[config.mk]
export PLATFORM = sky130hd
export DESIGN_NAME = ct_corner_turn
export DESIGN_NICKNAME = d
export VERILOG_FILES = /design/src/rtl/ct_pkg.sv /design/src/rtl/ct_rst_sync.sv /design/src/rtl/ct_shuffle.sv /design/src/rtl/ct_swap_col.sv /design/src/rtl/ct_stage.sv /design/src/rtl/ct_corner_turn.sv
export SDC_FILE = /design/constraint.sdc
export NUM_CORES = 1
export LEC_CHECK = 0
export BUFFER_PORTS_ARGS = -buffer_cell sky130_fd_sc_hd__buf_2
export CAP_MARGIN = 20
export CORE_MARGIN = 2
export CORE_UTILIZATION = 50
export DETAILED_ROUTE_END_ITERATION = 8
export PLACE_DENSITY = 0.79
export SYNTH_ARGS = -nofsm -noshare
export SYNTH_HDL_FRONTEND = slang
export SYNTH_SLANG_ARGS = --single-unit
[constraint.sdc]
create_clock -name clk -period 3.95 [get_ports clk]
set_input_delay 0.395 -clock clk [delete_from_list [all_inputs] [get_ports clk]]
set_output_delay 0.395 -clock clk [all_outputs]
set_load 0.02 [all_outputs]
[src/rtl/ct_pkg.sv]
`timescale 1ns/1ps
package ct_pkg;

  // Reverse the low 'bits' bits of v.
  function automatic int ct_bitrev(input int v, input int bits);
    int r;
    r = 0;
    for (int b = 0; b < bits; b++) begin
      if (((v >> b) & 1) != 0) r = r | (1 << (bits - 1 - b));
    end
    return r;
  endfunction

  // Rotate the low 'bits' bits of v right by one position.
  function automatic int ct_rotr(input int v, input int bits);
    int m;
    m = (1 << bits) - 1;
    return ((v >> 1) | ((v & 1) << (bits - 1))) & m;
  endfunction

endpackage

[src/rtl/ct_rst_sync.sv]
`timescale 1ns/1ps
module ct_rst_sync (
  input  logic clk,
  input  logic arst_n,
  output logic srst_n
);

  logic [1:0] sync_q;
  logic [1:0] sync_d;

  always_comb begin
    sync_d = {sync_q[0], 1'b1};
  end

  always_ff @(posedge clk or negedge arst_n) begin
    if (!arst_n) sync_q <= 2'b00;
    else         sync_q <= sync_d;
  end

  assign srst_n = sync_q[1];

endmodule

[src/rtl/ct_shuffle.sv]
`timescale 1ns/1ps
module ct_shuffle
  import ct_pkg::*;
#(
  parameter int LANES  = 8,
  parameter int DATA_W = 16
) (
  input  logic [LANES*DATA_W-1:0] d_i,
  output logic [LANES*DATA_W-1:0] q_o
);

  localparam int ADDR_W = $clog2(LANES);

  // Lane j moves to rotl(j); so position k takes lane rotr(k).
  for (genvar k = 0; k < LANES; k++) begin : g_wire
    localparam int SRC = ct_rotr(k, ADDR_W);
    assign q_o[k*DATA_W +: DATA_W] = d_i[SRC*DATA_W +: DATA_W];
  end

endmodule

[src/rtl/ct_swap_col.sv]
`timescale 1ns/1ps
module ct_swap_col #(
  parameter int LANES  = 8,
  parameter int DATA_W = 16
) (
  input  logic [LANES*DATA_W-1:0] d_i,
  input  logic                    swap_i,
  output logic [LANES*DATA_W-1:0] q_o
);

  localparam int PAIRS = LANES / 2;

  for (genvar m = 0; m < PAIRS; m++) begin : g_pair
    logic [DATA_W-1:0] even_w;
    logic [DATA_W-1:0] odd_w;
    assign even_w = d_i[(2*m)*DATA_W +: DATA_W];
    assign odd_w  = d_i[(2*m+1)*DATA_W +: DATA_W];
    assign q_o[(2*m)*DATA_W +: DATA_W]   = swap_i ? odd_w  : even_w;
    assign q_o[(2*m+1)*DATA_W +: DATA_W] = swap_i ? even_w : odd_w;
  end

endmodule

[src/rtl/ct_stage.sv]
`timescale 1ns/1ps
module ct_stage #(
  parameter int LANES       = 8,
  parameter int DATA_W      = 16,
  parameter bit USE_SHUFFLE = 1'b1
) (
  input  logic [LANES*DATA_W-1:0] d_i,
  input  logic                    ctl_i,
  output logic [LANES*DATA_W-1:0] q_o
);

  logic [LANES*DATA_W-1:0] mid_w;

  if (USE_SHUFFLE) begin : g_shuf
    ct_shuffle #(.LANES(LANES), .DATA_W(DATA_W)) u_shuffle (
      .d_i (d_i),
      .q_o (mid_w)
    );
  end else begin : g_thru
    assign mid_w = d_i;
  end

  ct_swap_col #(.LANES(LANES), .DATA_W(DATA_W)) u_swap (
    .d_i    (mid_w),
    .swap_i (ctl_i),
    .q_o    (q_o)
  );

endmodule

[src/rtl/ct_corner_turn.sv]
`timescale 1ns/1ps
module ct_corner_turn #(
  parameter int LANES             = 8,
  parameter int DATA_W            = 16,
  parameter bit DROP_LEAD_SHUFFLE = 1'b0
) (
  input  logic                             clk,
  input  logic                             rst_n,
  input  logic                             in_valid,
  input  logic [$clog2(LANES)-1:0]         in_sel,
  input  logic [LANES*DATA_W-1:0]          in_data,
  output logic                             out_valid,
  output logic [LANES*DATA_W-1:0]          out_data
);

  localparam int SEL_W = $clog2(LANES);
  localparam int BUS_W = LANES * DATA_W;

  logic rst_q_n;

  ct_rst_sync u_rst_sync (
    .clk    (clk),
    .arst_n (rst_n),
    .srst_n (rst_q_n)
  );

  // Input capture: next-state logic
  logic [BUS_W-1:0] data_q, data_d;
  logic [SEL_W-1:0] sel_q,  sel_d;
  logic             vld_q,  vld_d;

  always_comb begin
    vld_d  = in_valid;
    data_d = data_q;
    sel_d  = sel_q;
    if (in_valid) begin
      data_d = in_data;
      sel_d  = in_sel;
    end
  end

  // Input capture: registers
  always_ff @(posedge clk or negedge rst_q_n) begin
    if (!rst_q_n) begin
      data_q <= '0;
      sel_q  <= '0;
      vld_q  <= 1'b0;
    end else begin
      data_q <= data_d;
      sel_q  <= sel_d;
      vld_q  <= vld_d;
    end
  end

  // Stage chain: stage s steered by select bit s
  logic [BUS_W-1:0] bus_w [SEL_W+1];
  assign bus_w[0] = data_q;

  for (genvar s = 0; s < SEL_W; s++) begin : g_stage
    localparam bit SHUF = !(DROP_LEAD_SHUFFLE && (s == 0));
    ct_stage #(
      .LANES       (LANES),
      .DATA_W      (DATA_W),
      .USE_SHUFFLE (SHUF)
    ) u_stage (
      .d_i   (bus_w[s]),
      .ctl_i (sel_q[s]),
      .q_o   (bus_w[s+1])
    );
  end

  assign out_data  = bus_w[SEL_W];
  assign out_valid = vld_q;

endmodule

==> results.md, run 1 <==
* Fin crit period at 3.15 ns
* Min-delay src: in_data[86]
* Warnings from Yosys at 0
* PD cells at 475 mW/mm^2
* CORE AREA at 0.0203 mm^2
* Pre-antenna DRT Iters at 5
* Vias/cell at 5.89
* Most frequent cells in the layout: 261 x buf_2, 259 x mux2_2, 130 x dfrtp_1
* Hold EP: data_q[86]
* Final hold viol count at 0
* Period utilization at 79.8%
* Setup tns final at 0 ns
* Gr usage total at 20.8%
* Initial Util at 51.3%
* CP Capture Type: primary output
* Setup slack after layout at 0.797 ns
* Crit path max fanout at 52
* Routability congestion estimate at 0.778
* Hpwl dp at 16.0 mm
* Post-CTS resize count at 0
* Cell Area, Placed at 0.0110 mm^2
* Status: finished clean
* Htree depth at 4
* Seq. cell area at 0.00337 mm^2
* # DRC at 0
* Die Wd at 148 um
* Worst-Margin Slew at 0.942 ns
* CTS tree: yes
* Syn avg cell area at 14.7 um^2
* Layout Nets at 947
* Synth Register Bits at 134
* Fill cell count at 1,598
* Most common cell after layout, fill and taps aside: buf_2
* Post-Syn Area at 0.0104 mm^2
* DR WL met3 at 1.22 mm
* Iter 0 DRT Violations at 287
* Area taken by multi-input logic gates at 0.00580 mm^2
* Worst-path clk slew at 0.06 ns
* Cell Int Power at 3.66 mW
* VDD IR-drop max at 0.000289 V
* IO Pins at 263
* Synth area leaders: dfrtp_1 32%, mux2_2 28%, mux4_2 28%
* Via count at 6,469
* Fmax at 0.317 GHz
* Crit path kind: register to primary output
* Initial antenna violation count at 1
* Reg2reg end: sel_q[0]
* Leakage power at 4.82 nW
* Max Cap Violations at 0
* Die area at 0.0220 mm^2
* Synthesized Nets at 841
* Sw frac at 33.6%
* Global-route wire length before repair at 35.9 mm
* Sink Count at 134
* Area leader, netlist: dfrtp_1
* Flop2flop setup slack at 2.57 ns
* Setup bufs post-CTS at 0
* Post-synth top area share at 32.2%
* Port bufs at 262
* Worst EP arrival at 2.76 ns
* WL final at 22.3 mm
* Reg2reg path depth at 1
* Number of global-route vias before repair at 6,668
* Startpoint types: register
* Latest clock arrival within the worst-skew pair at 0.41 ns
* Final instance area at 0.0116 mm^2
* Gate power share at 37.9%
* Layout area overhead at 11.7%
* Root Buffer: clkbuf_16
* # rows at 52
* Post-Syn Instances at 707
* Sequential power share at 31.7%
* Wl on met1 at 9.11 mm
* Global route overflow at 0
* Req. time, crit path at 3.56 ns
* NetSw at 1.86 mW
* Sequential area share after synthesis at 32.2%
* Worst Hold Depth at 2
* Max Slew Vio Count at 0
* Die height at 148 um
* RSZ-0062 raised after global routing: no
* Post-DRT Antenna Nets at 0
* WL per Instance at 20.3 um
* Rel. slew slack at 37.2%
* Clk pwr share at 30.4%
* Routed met2 length at 11.5 mm
* Worst flop-to-flop path startpoint: sel_q[0]
* Final Skew at 0.00318 ns
* Share of cells above drive strength 1 at 83.9%
* Top routing layer in use: met4
* Pin count of the biggest net entering global routing at 75
* Largest buffer count on any clock path at 2
* Final setup vio count at 0
* Num CTS Buffers at 17
* Worst slack, placed at 1.22 ns
* Hold Crit Class: primary input to register
* Yosys cell types at 9
-- worst max path at each step --
stage | slack (ns) | start | to | depth (start not counted)
after floorplan | 1.72 | u_rst_sync.sync_q[1] | data_q[0] | 0
after global placement | 1.24 | sel_q[1] | out_data[16] | 4
after detailed placement | 1.22 | sel_q[1] | out_data[126] | 4
after CTS | 0.75 | sel_q[1] | out_data[126] | 4
after global routing | 0.63 | sel_q[1] | out_data[126] | 4
final | 0.80 | sel_q[1] | out_data[126] | 4
-- per-layer routing --
layer	global-route usage (%)	vias up
li1	-	2856
met1	27.2	3385
met2	34.6	196
met3	4.48	32
met4	7.57	0
met5	0	-
-- critical path, stage by stage (launching register included) --
cell	delay [ns]
dfrtp_4	0.85
buf_12	0.39
mux4_2	0.59
mux2_2	0.28
buf_2	0.16
-- cell usage after synthesis --
master	number
buf_1	6
buf_2	25
buf_4	137
buf_6	1
clkbuf_1	16
conb_1	1
dfrtp_1	134
mux2_2	259
mux4_2	128
-- through the flow --
step                utilization (%)  instances  hold slack (ns)  total power [mW]
floorplan                         -        707           0.0994              3.72
global placement               54.1       1063            0.182              3.83
detailed placement             54.1       1063            0.183              3.87
CTS                            57.2       1096            0.188              5.59
global route                   57.2       1097            0.193              5.80
finish                         57.2       1098            0.209              5.52
-- registers in the layout, indices dropped and copies added, names as in the netlist --
| register | count |
|---|---|
| data_q | 128 |
| out_valid | 1 |
| sel_q | 3 |
| u_rst_sync.sync_q | 2 |
-- power groups by stage --
stage                     combinational [mW]  sequential (mW)  clock (mW)
after global placement                  2.07             1.76           0
after CTS                               2.11             1.75        1.73
after detailed placement                2.09             1.77           0
after global routing                    2.23             1.79        1.79
final                                   2.09             1.75        1.68
after floorplan                         2.06             1.66           0
-- kinds of logic after synthesis --
group	after synthesis	share of synthesized area, %
buffers and inverters	185	12.0
DFF	134	32.2
muxes	387	55.7
other	1	0.0360
-- what timing repair did --
item | 4_1_cts | 5_1_grt
endpoints found under the setup margin | 0 | 0
hold endpoints to repair | 2 | 0
hold buffers | 1 | 0
-- final cells by class --
cell class / instances / share of cell area [%]
clock buffer: 22 / 4.17
sequential: 134 / 29.0
timing repair buffer: 272 / 12.7
clock inverter: 10 / 1.22
multi-input combinational: 388 / 49.9
antenna: 2 / 0.0431
tap: 270 / 2.91
(Power assumes the default switching activity.)
==> inputs of run 2 (changes only) <==
--- a/config.mk
+++ b/config.mk
@@ -8,9 +8,9 @@
 export BUFFER_PORTS_ARGS = -buffer_cell sky130_fd_sc_hd__buf_2
 export CAP_MARGIN = 20
 export CORE_MARGIN = 2
-export CORE_UTILIZATION = 50
+export CORE_UTILIZATION = 55
 export DETAILED_ROUTE_END_ITERATION = 8
-export PLACE_DENSITY = 0.79
+export PLACE_DENSITY = 0.82
 export SYNTH_ARGS = -nofsm -noshare
 export SYNTH_HDL_FRONTEND = slang
 export SYNTH_SLANG_ARGS = --single-unit
==> constraint.sdc (replaced) <==
create_clock -name clk -period 3.25 [get_ports clk]
set_input_delay 0.325 -clock clk [delete_from_list [all_inputs] [get_ports clk]]
set_output_delay 0.325 -clock clk [all_outputs]
set_load 0.02 [all_outputs]
==> run 2 against run 1 <==
Net effect: critical path depth did not move; via count shrank 0.80%; die area decreased by 8.8%; power rose by 19%; routed wire length decreased by 3.5%; highest routed layer unchanged; utilization rose by 5.1 points; sequential power increased by 20%; non-clock buffer count grew 11; sequential share of layout area hardly changed; register-to-register slack got worse by 0.75 ns; flip-flop and latch count did not move.
==> results.md, run 2 (synthesis results as in run 1) <==
* Status: finished clean
* Share of cells above drive strength 1 at 84.1%
* Max Slew Vio Count at 0
* Dpl cells at 1,038
* Max Cap Violations at 0
* Crit path max fanout at 38
* Initial antenna violation count at 1
* Htree depth at 4
* WL final at 21.6 mm
* Startpoint types: register
* Number of global-route vias before repair at 6,625
* Worst EP arrival at 2.61 ns
* Hpwl dp at 15.5 mm
* Max reg flops at 128
* Die area at 0.0200 mm^2
* PD cells at 564 mW/mm^2
* Root Buffer: clkbuf_16
* # rows at 50
* CP Capture Type: primary output
* Final Skew at 0.00656 ns
* Final Power at 6.56 mW
* Iter 0 DRT Violations at 210
* Most common cell after layout, fill and taps aside: buf_2
* CORE AREA at 0.0186 mm^2
* Final std cells w/o fill at 1,072
* Post-DRT Antenna Nets at 0
* Most flop-heavy register: data_q
* Die Wd at 142 um
* Die height at 142 um
* Fin crit period at 2.93 ns
* Setup tns final at 0 ns
* Global-route wire length before repair at 34.3 mm
* Period utilization at 90.2%
* Crit path kind: register to primary output
* Most frequent cells in the layout: 261 x buf_2, 259 x mux2_2, 130 x dfrtp_1
* Critical-path top delay cell: dfrtp_4
* Global route overflow at 0
* CP max stage delay at 0.90 ns
* Largest buffer count on any clock path at 2
* Worst-Margin Slew at 0.752 ns
* Final hold viol count at 0
* Worst-path clk slew at 0.06 ns
* Port bufs at 262
* Layout area overhead at 11.7%
* # DRC at 0
* Sink Count at 134
* WL per Instance at 20.1 um
* Vias/cell at 5.99
* Num CTS Buffers at 17
* Util after Layout at 62.4%
* Final setup vio count at 0
* Post-CTS resize count at 0
* Pre-antenna DRT Iters at 4
* VDD IR-drop max at 0.000346 V
* Latest clock arrival within the worst-skew pair at 0.41 ns
* CTS tree: yes
* RSZ-0062 raised after global routing: no
* Layout Nets at 958
* Fmax at 0.341 GHz
* Rel. slew slack at 49.9%
* Leakage power at 4.85 nW
* IO Pins at 263
* Gr usage total at 21.9%
* Pin count of the biggest net entering global routing at 66
* Flop2flop setup slack at 1.82 ns
* Biggest regs: data_q x128, sel_q x3, u_rst_sync.sync_q x2
* Initial Util at 55.8%
* Via count at 6,417
* Routability congestion estimate at 0.816
* Crit-path cells: buf_4, mux4_2, mux2_2, buf_2
* Hold Crit Class: primary input to register
* Req. time, crit path at 2.92 ns
[run 2: cell types whose count changed in the layout (fill, tap and decap cells not counted), sizes merged]
cell,delta
inv,-2
clkbuf,-2
bufinv,-1
clkinvlp,+2
diode,-1
buf,+11
clkinv,+3
[run 2: worst max-delay path, delay by kind of cell (launching register included)]
kind,cells,cell delay [ns]
buffers and inverters,2,0.46
muxes,2,0.83
DFF,1,0.90
[run 2: final timing paths]
| path | startpoint | to | cells past startpoint |
|---|---|---|---|
| hold reg to reg | u_rst_sync.sync_q[1] | data_q[44] | 0 |
| setup / recovery | sel_q[1] | out_data[26] | 4 |
| setup reg to reg | sel_q[1] | sel_q[1] | 2 |
| hold / removal | in_data[45] | data_q[45] | 2 |
| min in group asynchronous | rst_n | u_rst_sync.sync_q[1] | 2 |
| max in group asynchronous | u_rst_sync.sync_q[1] | sel_q[0] | 1 |
[run 2: power by group]
group | switching [mW] | leakage (nW) | internal [mW] | total [mW]
logic | 1.24 | 3.01 | 1.34 | 2.58
clock network | 0.712 | 0.278 | 1.17 | 1.88
registers | 0.265 | 1.56 | 1.84 | 2.10
[run 2: final cells by class]
cell class / count / area (um^2)
fill: 1371 / 7020
clock inverter: 12 / 128
timing repair buffer: 283 / 1570
sequential: 134 / 3370
tap: 234 / 293
multi-input combinational: 388 / 5800
clock buffer: 20 / 457
antenna: 1 / 2.50
[run 2: timing repair]
action,4_1_cts,5_1_grt
hold buffers,1,0
buffers inserted,0,0
setup endpoints to repair,0,0
endpoints found under the hold margin,2,0
[run 2: through the flow]
stage | instance area (um^2) | hold slack (ns) | setup WS [ns]
after floorplan | 10400 | 0.0294 | 1.02
after global placement | 11000 | 0.111 | 0.767
after detailed placement | 11000 | 0.113 | 0.728
after CTS | 11600 | 0.122 | 0.266
after global routing | 11600 | 0.121 | 0.183
final | 11600 | 0.141 | 0.318
[run 2: routing by layer]
layer	share of wire [%]	global-route usage, %	wire length [um]	up-vias
met3	5.8	5.20	1260	42
li1	-	-	-	2860
met1	40	27.7	8680	3311
met2	51	36.8	11000	204
met4	2.8	8.47	607	0
met5	0	0	0	-
